--- src/rtl/xport_pkg.sv ---
package xport_pkg;
  localparam int unsigned AW = 16;
  localparam int unsigned DW = 8;

  localparam logic [AW-1:0] FSEL_ADDR = 16'h1FE1;
  localparam logic [AW-1:0] DIR_ADDR  = 16'h1FE3;
  localparam logic [AW-1:0] DATA_ADDR = 16'h1FE5;
  localparam logic [AW-1:0] PIN_ADDR  = 16'h1FE7;

  typedef enum logic [2:0] {
    SEL_NONE,
    SEL_FSEL,
    SEL_DIR,
    SEL_DATA,
    SEL_PIN
  } reg_sel_e;
endpackage

--- src/rtl/xport_decode.sv ---
module xport_decode
  import xport_pkg::*;
(
  input  logic [AW-1:0] addr,
  output reg_sel_e      sel
);
  always_comb begin
    unique case (addr)
      FSEL_ADDR: sel = SEL_FSEL;
      DIR_ADDR:  sel = SEL_DIR;
      DATA_ADDR: sel = SEL_DATA;
      PIN_ADDR:  sel = SEL_PIN;
      default:   sel = SEL_NONE;
    endcase
  end
endmodule

--- src/rtl/xport_sync.sv ---
module xport_sync #(
  parameter int unsigned W      = 4,
  parameter int unsigned STAGES = 2
) (
  input  logic         clk,
  input  logic         rst,
  input  logic [W-1:0] d,
  output logic [W-1:0] q
);
  logic [W-1:0] chain [STAGES];

  for (genvar s = 0; s < STAGES; s++) begin : g_stage
    always_ff @(posedge clk) begin
      if (rst) chain[s] <= '0;
      else if (s == 0) chain[s] <= d;
      else chain[s] <= chain[(s == 0) ? 0 : s-1];
    end
  end

  assign q = chain[STAGES-1];
endmodule

--- src/rtl/xport_regs.sv ---
module xport_regs
  import xport_pkg::*;
#(
  parameter int unsigned W = 4
) (
  input  logic          clk,
  input  logic          rst,
  input  reg_sel_e      sel,
  input  logic          wr,
  input  logic [DW-1:0] wdata,
  input  logic          rd,
  input  logic [W-1:0]  pin_lvl,
  output logic [DW-1:0] rdata,
  output logic [W-1:0]  fsel_q,
  output logic [W-1:0]  dir_q,
  output logic [W-1:0]  data_q
);
  localparam logic [W-1:0] FSEL_RST = '0;
  localparam logic [W-1:0] DIR_RST  = '1;
  localparam logic [W-1:0] DATA_RST = '1;

  logic [DW-1:0] rd_mux;

  always_ff @(posedge clk) begin
    if (rst) begin
      fsel_q <= FSEL_RST;
      dir_q  <= DIR_RST;
      data_q <= DATA_RST;
    end else if (wr) begin
      case (sel)
        SEL_FSEL: fsel_q <= wdata[W-1:0];
        SEL_DIR:  dir_q  <= wdata[W-1:0];
        SEL_DATA: data_q <= wdata[W-1:0];
        default:  ;
      endcase
    end
  end

  always_comb begin
    rd_mux = '0;
    case (sel)
      SEL_FSEL: rd_mux[W-1:0] = fsel_q;
      SEL_DIR:  rd_mux[W-1:0] = dir_q;
      SEL_DATA: rd_mux[W-1:0] = data_q;
      SEL_PIN:  rd_mux[W-1:0] = pin_lvl;
      default:  rd_mux = '0;
    endcase
  end

  always_ff @(posedge clk) begin
    if (rst) rdata <= '0;
    else if (rd) rdata <= rd_mux;
  end
endmodule

--- src/rtl/xport_pinctl.sv ---
module xport_pinctl #(
  parameter int unsigned W = 4
) (
  input  logic         clk,
  input  logic         rst,
  input  logic         inact,
  input  logic [W-1:0] fsel,
  input  logic [W-1:0] dir,
  input  logic [W-1:0] data,
  input  logic [W-1:0] xaddr,
  output logic [W-1:0] pad_o,
  output logic [W-1:0] pad_oe
);
  for (genvar i = 0; i < W; i++) begin : g_pin
    logic addr_mode;
    logic o_q, oe_q;

    assign addr_mode = fsel[i] & ~inact;

    always_ff @(posedge clk) begin
      if (rst) begin
        o_q  <= 1'b0;
        oe_q <= 1'b0;
      end else if (addr_mode) begin
        o_q  <= xaddr[i];
        oe_q <= 1'b1;
      end else if (!dir[i]) begin
        o_q  <= data[i];
        oe_q <= 1'b1;
      end else begin
        o_q  <= 1'b0;
        oe_q <= ~data[i];
      end
    end

    assign pad_o[i]  = o_q;
    assign pad_oe[i] = oe_q;
  end
endmodule

--- src/rtl/xport_top.sv ---
module xport_top
  import xport_pkg::*;
#(
  parameter int unsigned W         = 4,
  parameter int unsigned SYNC_DEPTH = 2
) (
  input  logic          clk,
  input  logic          rst,
  input  logic [15:0]   bus_addr,
  input  logic          bus_wr,
  input  logic [7:0]    bus_wdata,
  input  logic          bus_rd,
  output logic [7:0]    bus_rdata,
  input  logic [W-1:0]  xaddr,
  input  logic          hold_st,
  input  logic          idle_st,
  input  logic          pdown_st,
  input  logic [W-1:0]  pad_i,
  output logic [W-1:0]  pad_o,
  output logic [W-1:0]  pad_oe
);
  reg_sel_e     sel;
  logic [W-1:0] fsel_q, dir_q, data_q, pin_lvl;
  logic         inact;

  assign inact = hold_st | idle_st | pdown_st;

  xport_decode u_dec (
    .addr (bus_addr),
    .sel  (sel)
  );

  xport_sync #(.W(W), .STAGES(SYNC_DEPTH)) u_sync (
    .clk (clk),
    .rst (rst),
    .d   (pad_i),
    .q   (pin_lvl)
  );

  xport_regs #(.W(W)) u_regs (
    .clk     (clk),
    .rst     (rst),
    .sel     (sel),
    .wr      (bus_wr),
    .wdata   (bus_wdata),
    .rd      (bus_rd),
    .pin_lvl (pin_lvl),
    .rdata   (bus_rdata),
    .fsel_q  (fsel_q),
    .dir_q   (dir_q),
    .data_q  (data_q)
  );

  xport_pinctl #(.W(W)) u_pins (
    .clk    (clk),
    .rst    (rst),
    .inact  (inact),
    .fsel   (fsel_q),
    .dir    (dir_q),
    .data   (data_q),
    .xaddr  (xaddr),
    .pad_o  (pad_o),
    .pad_oe (pad_oe)
  );
endmodule

--- config.mk ---
export PLATFORM = sky130hd
export DESIGN_NAME = xport_top
export DESIGN_NICKNAME = d
export VERILOG_FILES = /design/src/rtl/xport_pkg.sv /design/src/rtl/xport_decode.sv /design/src/rtl/xport_sync.sv /design/src/rtl/xport_regs.sv /design/src/rtl/xport_pinctl.sv /design/src/rtl/xport_top.sv
export SDC_FILE = /design/constraint.sdc
export NUM_CORES = 1
export LEC_CHECK = 0
export BUFFER_PORTS_ARGS = -buffer_cell sky130_fd_sc_hd__buf_2
export CAP_MARGIN = 20
export CORE_UTILIZATION = 50
export DETAILED_ROUTE_END_ITERATION = 7
export GPL_ROUTABILITY_DRIVEN = 1
export PLACE_DENSITY = 0.87
export SYNTH_ARGS = -nofsm -noshare
export SYNTH_HDL_FRONTEND = slang
export SYNTH_SLANG_ARGS = --single-unit
--- constraint.sdc ---
create_clock -name clk -period 4.2 [get_ports clk]
set_input_delay 0.21 -clock clk [delete_from_list [all_inputs] [get_ports clk]]
set_output_delay 0.21 -clock clk [all_outputs]
set_load 0.005 [all_outputs]
Word-level counts from Yosys, hierarchy flattened
Memories as Yosys holds them, arrays and structs flattened.
Cells that the tools add are included.
{"block": "totals", "ff_bits": 24, "mem_count": 1, "word_cells": 60, "out_inout_bits": 16, "mem_bits_rw": 8, "input_bits": 39}
{"memory": "u_sync.chain", "depth": 2, "word_bits": 4, "rd": 2, "rd_ports_with_merged_regs": 0, "wr": 2, "line_no": "xport_sync.sv:10", "source": "logic [W-1:0] chain [STAGES];"}
{"block": "op_classes", "mux": 23, "reduce_logical": 3, "n_bitwise": 13, "n_eq_ne": 8}
{"op": "16-bit by 13-bit equality test with 1-bit output (second input constant)", "count": 4}
{"op": "1-bit 2-to-1 mux", "count": 19}
{"op": "4-bit one-hot mux with 4 select lines", "count": 1}
{"op": "3-bit one-hot mux with 4 select lines", "count": 1}
{"op": "4-bit 2-to-1 mux", "count": 2}
{"op": "3-bit by 2-bit equality test with 1-bit output (second input constant)", "count": 2}
{"op": "2-bit AND reduction", "count": 3}
{"op": "1-bit NOT", "count": 5}
{"op": "1-bit AND", "count": 4}
{"op": "1-bit OR", "count": 4}
{"op": "3-bit by 1-bit equality test with 1-bit output (second input constant)", "count": 1}
{"op": "3-bit equality test (second input constant)", "count": 1}

Depth between registers and ports, before layout
{"block": "depth", "depth_word": 5, "mapped_depth": 5, "depth_no_buf": 4}

Modules after synthesis
From an unflattened synthesis, not the netlist that was laid out.
{"block": "unflattened", "cells_unflattened": 144, "area_unflattened_um2": 1446.4}
{"module": "xport_regs", "n_inst": 1, "cells_per_inst": 80, "area_per_inst_um2": 768.2, "seq_area_each_um2": 320.3}
{"module": "xport_pinctl", "n_inst": 1, "cells_per_inst": 37, "area_per_inst_um2": 389.1, "seq_area_each_um2": 160.2}
{"module": "xport_sync", "n_inst": 1, "cells_per_inst": 16, "area_per_inst_um2": 210.2, "seq_area_each_um2": 160.2}
{"module": "xport_decode", "n_inst": 1, "cells_per_inst": 10, "area_per_inst_um2": 72.6, "seq_area_each_um2": 0.0}
{"module": "xport_top", "n_inst": 1, "cells_per_inst": 1, "area_per_inst_um2": 6.3, "seq_area_each_um2": 0.0}

Worst setup path before layout
OpenSTA, ideal clock, no wires.
{"block": "synth_path", "path_type": "input -> register", "from": "input bus_addr[13]", "to": "register u_regs.dir_q[0]", "setup_time_ns": 0.072, "t_required_ns": 4.128, "cell_stages": 5, "path_slack_ns": 2.532, "path_buffers": 1, "arrival_ns": 1.596, "path_cell_list": "or3b_1 or4_1 buf_6 nor3b_4 mux2i_1"}
{"block": "synth_via", "elab_chain_cells": 4, "word_cells_on_any_way": 7, "classes_between": "5 x eq/ne; 1 x mux; 1 x reduce/logical"}
{"item": "start, declared", "line_no": "xport_top.sv:9", "source": "input logic [15:0] bus_addr,"}
{"item": "16-bit by 13-bit equality test with 1-bit output", "line_no": "xport_decode.sv:8", "source": "unique case (addr)"}
{"item": "3-bit one-hot mux with 4 select lines (*)", "line_no": "xport_decode.sv:8"}
{"item": "3-bit by 2-bit equality test with 1-bit output (*)", "line_no": "xport_regs.sv:30", "source": "case (sel)"}
{"item": "2-bit AND reduction (no line) (*)"}
{"item": "end signal, assigned", "line_no": "xport_regs.sv:32", "source": "SEL_DIR: dir_q <= wdata[W-1:0];"}
{"item": "end, declared", "line_no": "xport_regs.sv:15", "source": "output logic [W-1:0] dir_q,"}
Every way passes the cells marked *; elsewhere a longest branch is shown, timed or not.
A chain may end at the register's enable or synchronous reset.

Worst setup path after layout
{"block": "layout_path", "from": "input bus_wr", "to": "register u_regs.dir_q[3]"}
{"block": "layout_via", "elab_chain_cells": 1}
{"item": "start, declared", "line_no": "xport_top.sv:10", "source": "input logic bus_wr,"}
{"item": "2-bit AND reduction (no line)"}
No other way between the ends.

==> flow_metrics.env <==
export IMPL_outcome="complete, no violations"
export IMPL_die_h_um=54.44
export IMPL_powerDensity_nw_per_um2=360.1
export IMPL_power_leakage_nw=0.6739
export IMPL_whs_path_depth=2
export IMPL_start_kind="input pin"
export IMPL_endpoint="u_regs.dir_q[3]$_SDFFE_PP1P_"
export IMPL_fmax_ghz=0.5978
export IMPL_dr_wl_met3_um=168
export IMPL_totalWireLength_mm=2.707
export IMPL_crit_chain="buf_2 -> or3b_1 -> or4_1 -> nor3b_4 -> mux2i_1"
export IMPL_ioPinCount=55
export IMPL_dieWidth_um=54.44
export IMPL_fin_crit_ns=1.673
export IMPL_synthTopCellsByArea="dfxtp_1 47%, buf_4 6.6%, mux4_2 6.6%"
export IMPL_slew_viol_final=0
export IMPL_viasPerCell=5.267
export IMPL_initial_utilization=0.5403
export IMPL_cts_tree="yes"
export IMPL_drc=0
export IMPL_vdd_drop_max_v=0.0003048
export IMPL_path_class="in2reg"
export IMPL_worstSkewPairLatency_ns=0.33
export IMPL_final_cell_mix="46 x buf_2, 32 x dfxtp_1, 15 x nor2_1"
export IMPL_h_tree_depth=2
export IMPL_synth_largest_area_cell="dfxtp_1"
export IMPL_grt_first_pass_wirelength_mm=4.284
export IMPL_yosys_area_top_type_share=0.4659
export IMPL_post_cts_buffers=0
export IMPL_wl_per_cell_um=12.89
export IMPL_via_count=1106
export IMPL_track_usage=0.2091
export IMPL_crit_family="simple AND/OR/NAND/NOR gates"
export IMPL_grt_start_max_net_pins=35
export IMPL_finalWeightedCongestion=0.8266
export IMPL_hold_worst_slack_ns=0.08806
export IMPL_cts_hold_buf=0
export IMPL_topRoutingLayerUsed="met4"
export IMPL_rsz0062_at_grt="false"
export IMPL_antenna_found_initial=0
export IMPL_port_buffers=46
export IMPL_postSynthAreaPerCell_um2=9.752
export IMPL_cp_startpoint="bus_wr"
export IMPL_setup_tns_ns=0
export IMPL_crit_path_end_kind="register"
export IMPL_yosysWarnings=0
export IMPL_final_util=0.6337
export IMPL_min_path_type="in2reg"
export IMPL_r2r_start="u_regs.fsel_q[2]$_SDFFE_PP0P_"
export IMPL_cts_root_buf="clkbuf_4"
export IMPL_cpPeakStageDelay_ns=0.57
export IMPL_seq_area_frac_synth=0.4659
export IMPL_dr_pass1_iters=4
export IMPL_route_met2_wl_mm=1.413
export IMPL_slew_headroom=0.3748
export IMPL_drt_antenna_violating_nets=0
export IMPL_post_dp_hpwl_mm=2.077
export IMPL_grt_pass1_vias=1065
export IMPL_required_ns=4.45
export IMPL_final_common_cell="buf_2"
export IMPL_r2r_cells=3
export IMPL_hold_viol=0
export IMPL_worstMarginPinSlew_ns=0.9248
export IMPL_drtIter0Drc=40
export IMPL_crit_cells=5
export IMPL_reg2reg_slack_ns=3.13
export IMPL_numCtsBuffers=5
export IMPL_clk_pin_slew_ns=0.10
export IMPL_worst_path_buf_inv=1
export IMPL_fp_dieArea_um2=2964
export IMPL_ys_ff_latch=32
export IMPL_netlist_area_um2=1375
export IMPL_num_nets_final=218
export IMPL_wl_met1_mm=1.103
export IMPL_synthDistinctLibCells=26
export IMPL_fp_row_count=18
export IMPL_synth_cells=141
export IMPL_drive_gt1_frac=0.3389
export IMPL_max_cap_violations=0
export IMPL_antenna_cells=0
export IMPL_grt_ovfl_total=0
export IMPL_core_um2=2545
export IMPL_post_cts_resized=0
export IMPL_post_route_period_util=0.3983
export IMPL_setup_viol=0
export IMPL_cp_slowest_cell="or4_1"
export IMPL_cp_arrival_ns=1.93
export IMPL_syn_to_final_growth_pct=17.29
export IMPL_worst_r2r_endpoint="u_regs.rdata[2]$_SDFFE_PP0P_"
export IMPL_fin_worst_skew_ns=0.006355
export IMPL_crit_path_max_fanout=6
export IMPL_cts_sinks=32
export IMPL_cts_path_max_buffers=2
-- Yosys cell counts --
master	n
nor3b_4	2
or4_1	1
nand3_1	4
mux2i_1	8
nor2b_1	8
nor4b_1	1
clkbuf_1	4
nand4b_1	1
o21ai_0	8
buf_2	1
or3b_1	1
buf_6	1
a31oi_1	4
mux4_2	4
inv_1	4
a21oi_1	8
nand4_1	5
nand4bb_1	1
dfxtp_1	32
nand2_1	8
nor2_1	15
buf_4	12
nor3_1	1
conb_1	1
nand3b_1	5
or2_2	1
-- report_power, final --
part,switching [mW],internal (mW)
clock,0.106,0.124
sequential,0.000800,0.307
combinational,0.0209,0.0221
total,0.128,0.453
-- worst reg2reg max path, stage by stage (launching register included) --
cell and delay [ns]:
dfxtp_1 0.35, mux4_2 0.47, inv_1 0.06, o21ai_0 0.07
-- cells by family after synthesis --
kind of cell / share of synthesized area
buffers and inverters: 0.09917
and+or+nand+nor: 0.2320
muxes: 0.1238
AOI/OAI and AO/OA: 0.07643
other: 0.002727
DFF: 0.4659
-- layer usage --
| metal | up-vias | GRT usage |
|---|---|---|
| li1 | 553 | - |
| met1 | 511 | 0.2161 |
| met5 | - | 0 |
| met2 | 38 | 0.3801 |
| met4 | 0 | 0.08974 |
| met3 | 4 | 0.06944 |
-- state kept, by name, summed over array words and instances (netlist names) --
signal,cells
u_sync.chain,8
u_pins.g_pin.o_q,4
u_pins.g_pin.oe_q,4
u_regs.data_q,4
u_regs.dir_q,4
u_regs.fsel_q,4
u_regs.rdata,4
-- layout make-up --
type	instances	area, um^2
clock inverters	3	42.54
multi-input cells	90	609.3
flip-flops and latches	32	640.6
inverters	4	15.01
fillers	225	932.1
clock buffers	5	37.54
well taps	30	37.54
repair buffers	46	230.2
-- worst min-delay path by stage --
stage                                              from                            end  slack (ns)
after floorplan                                     rst  u_sync.chain[0][3]$_SDFF_PP0_        0.28
after global placement    u_sync.chain[0][3]$_SDFF_PP0_  u_sync.chain[1][3]$_SDFF_PP0_        0.42
after detailed placement  u_sync.chain[0][1]$_SDFF_PP0_  u_sync.chain[1][1]$_SDFF_PP0_        0.42
after CTS                                      pad_i[2]  u_sync.chain[0][2]$_SDFF_PP0_        0.08
after global routing                           pad_i[0]  u_sync.chain[0][0]$_SDFF_PP0_        0.09
final                                          pad_i[2]  u_sync.chain[0][2]$_SDFF_PP0_        0.09
-- stage by stage --
step / cell area [um^2] / setup WS, ns / cells / total power [mW]
after floorplan: 1386 / 2.532 / 144 / 0.3399
after global placement: 1533 / 2.271 / 202 / 0.3559
after detailed placement: 1533 / 2.191 / 202 / 0.3574
after CTS: 1613 / 2.534 / 210 / 0.5841
after global routing: 1613 / 2.487 / 210 / 0.6039
final: 1613 / 2.527 / 210 / 0.5807
No activity file was read; power rests on OpenSTA's default activity.
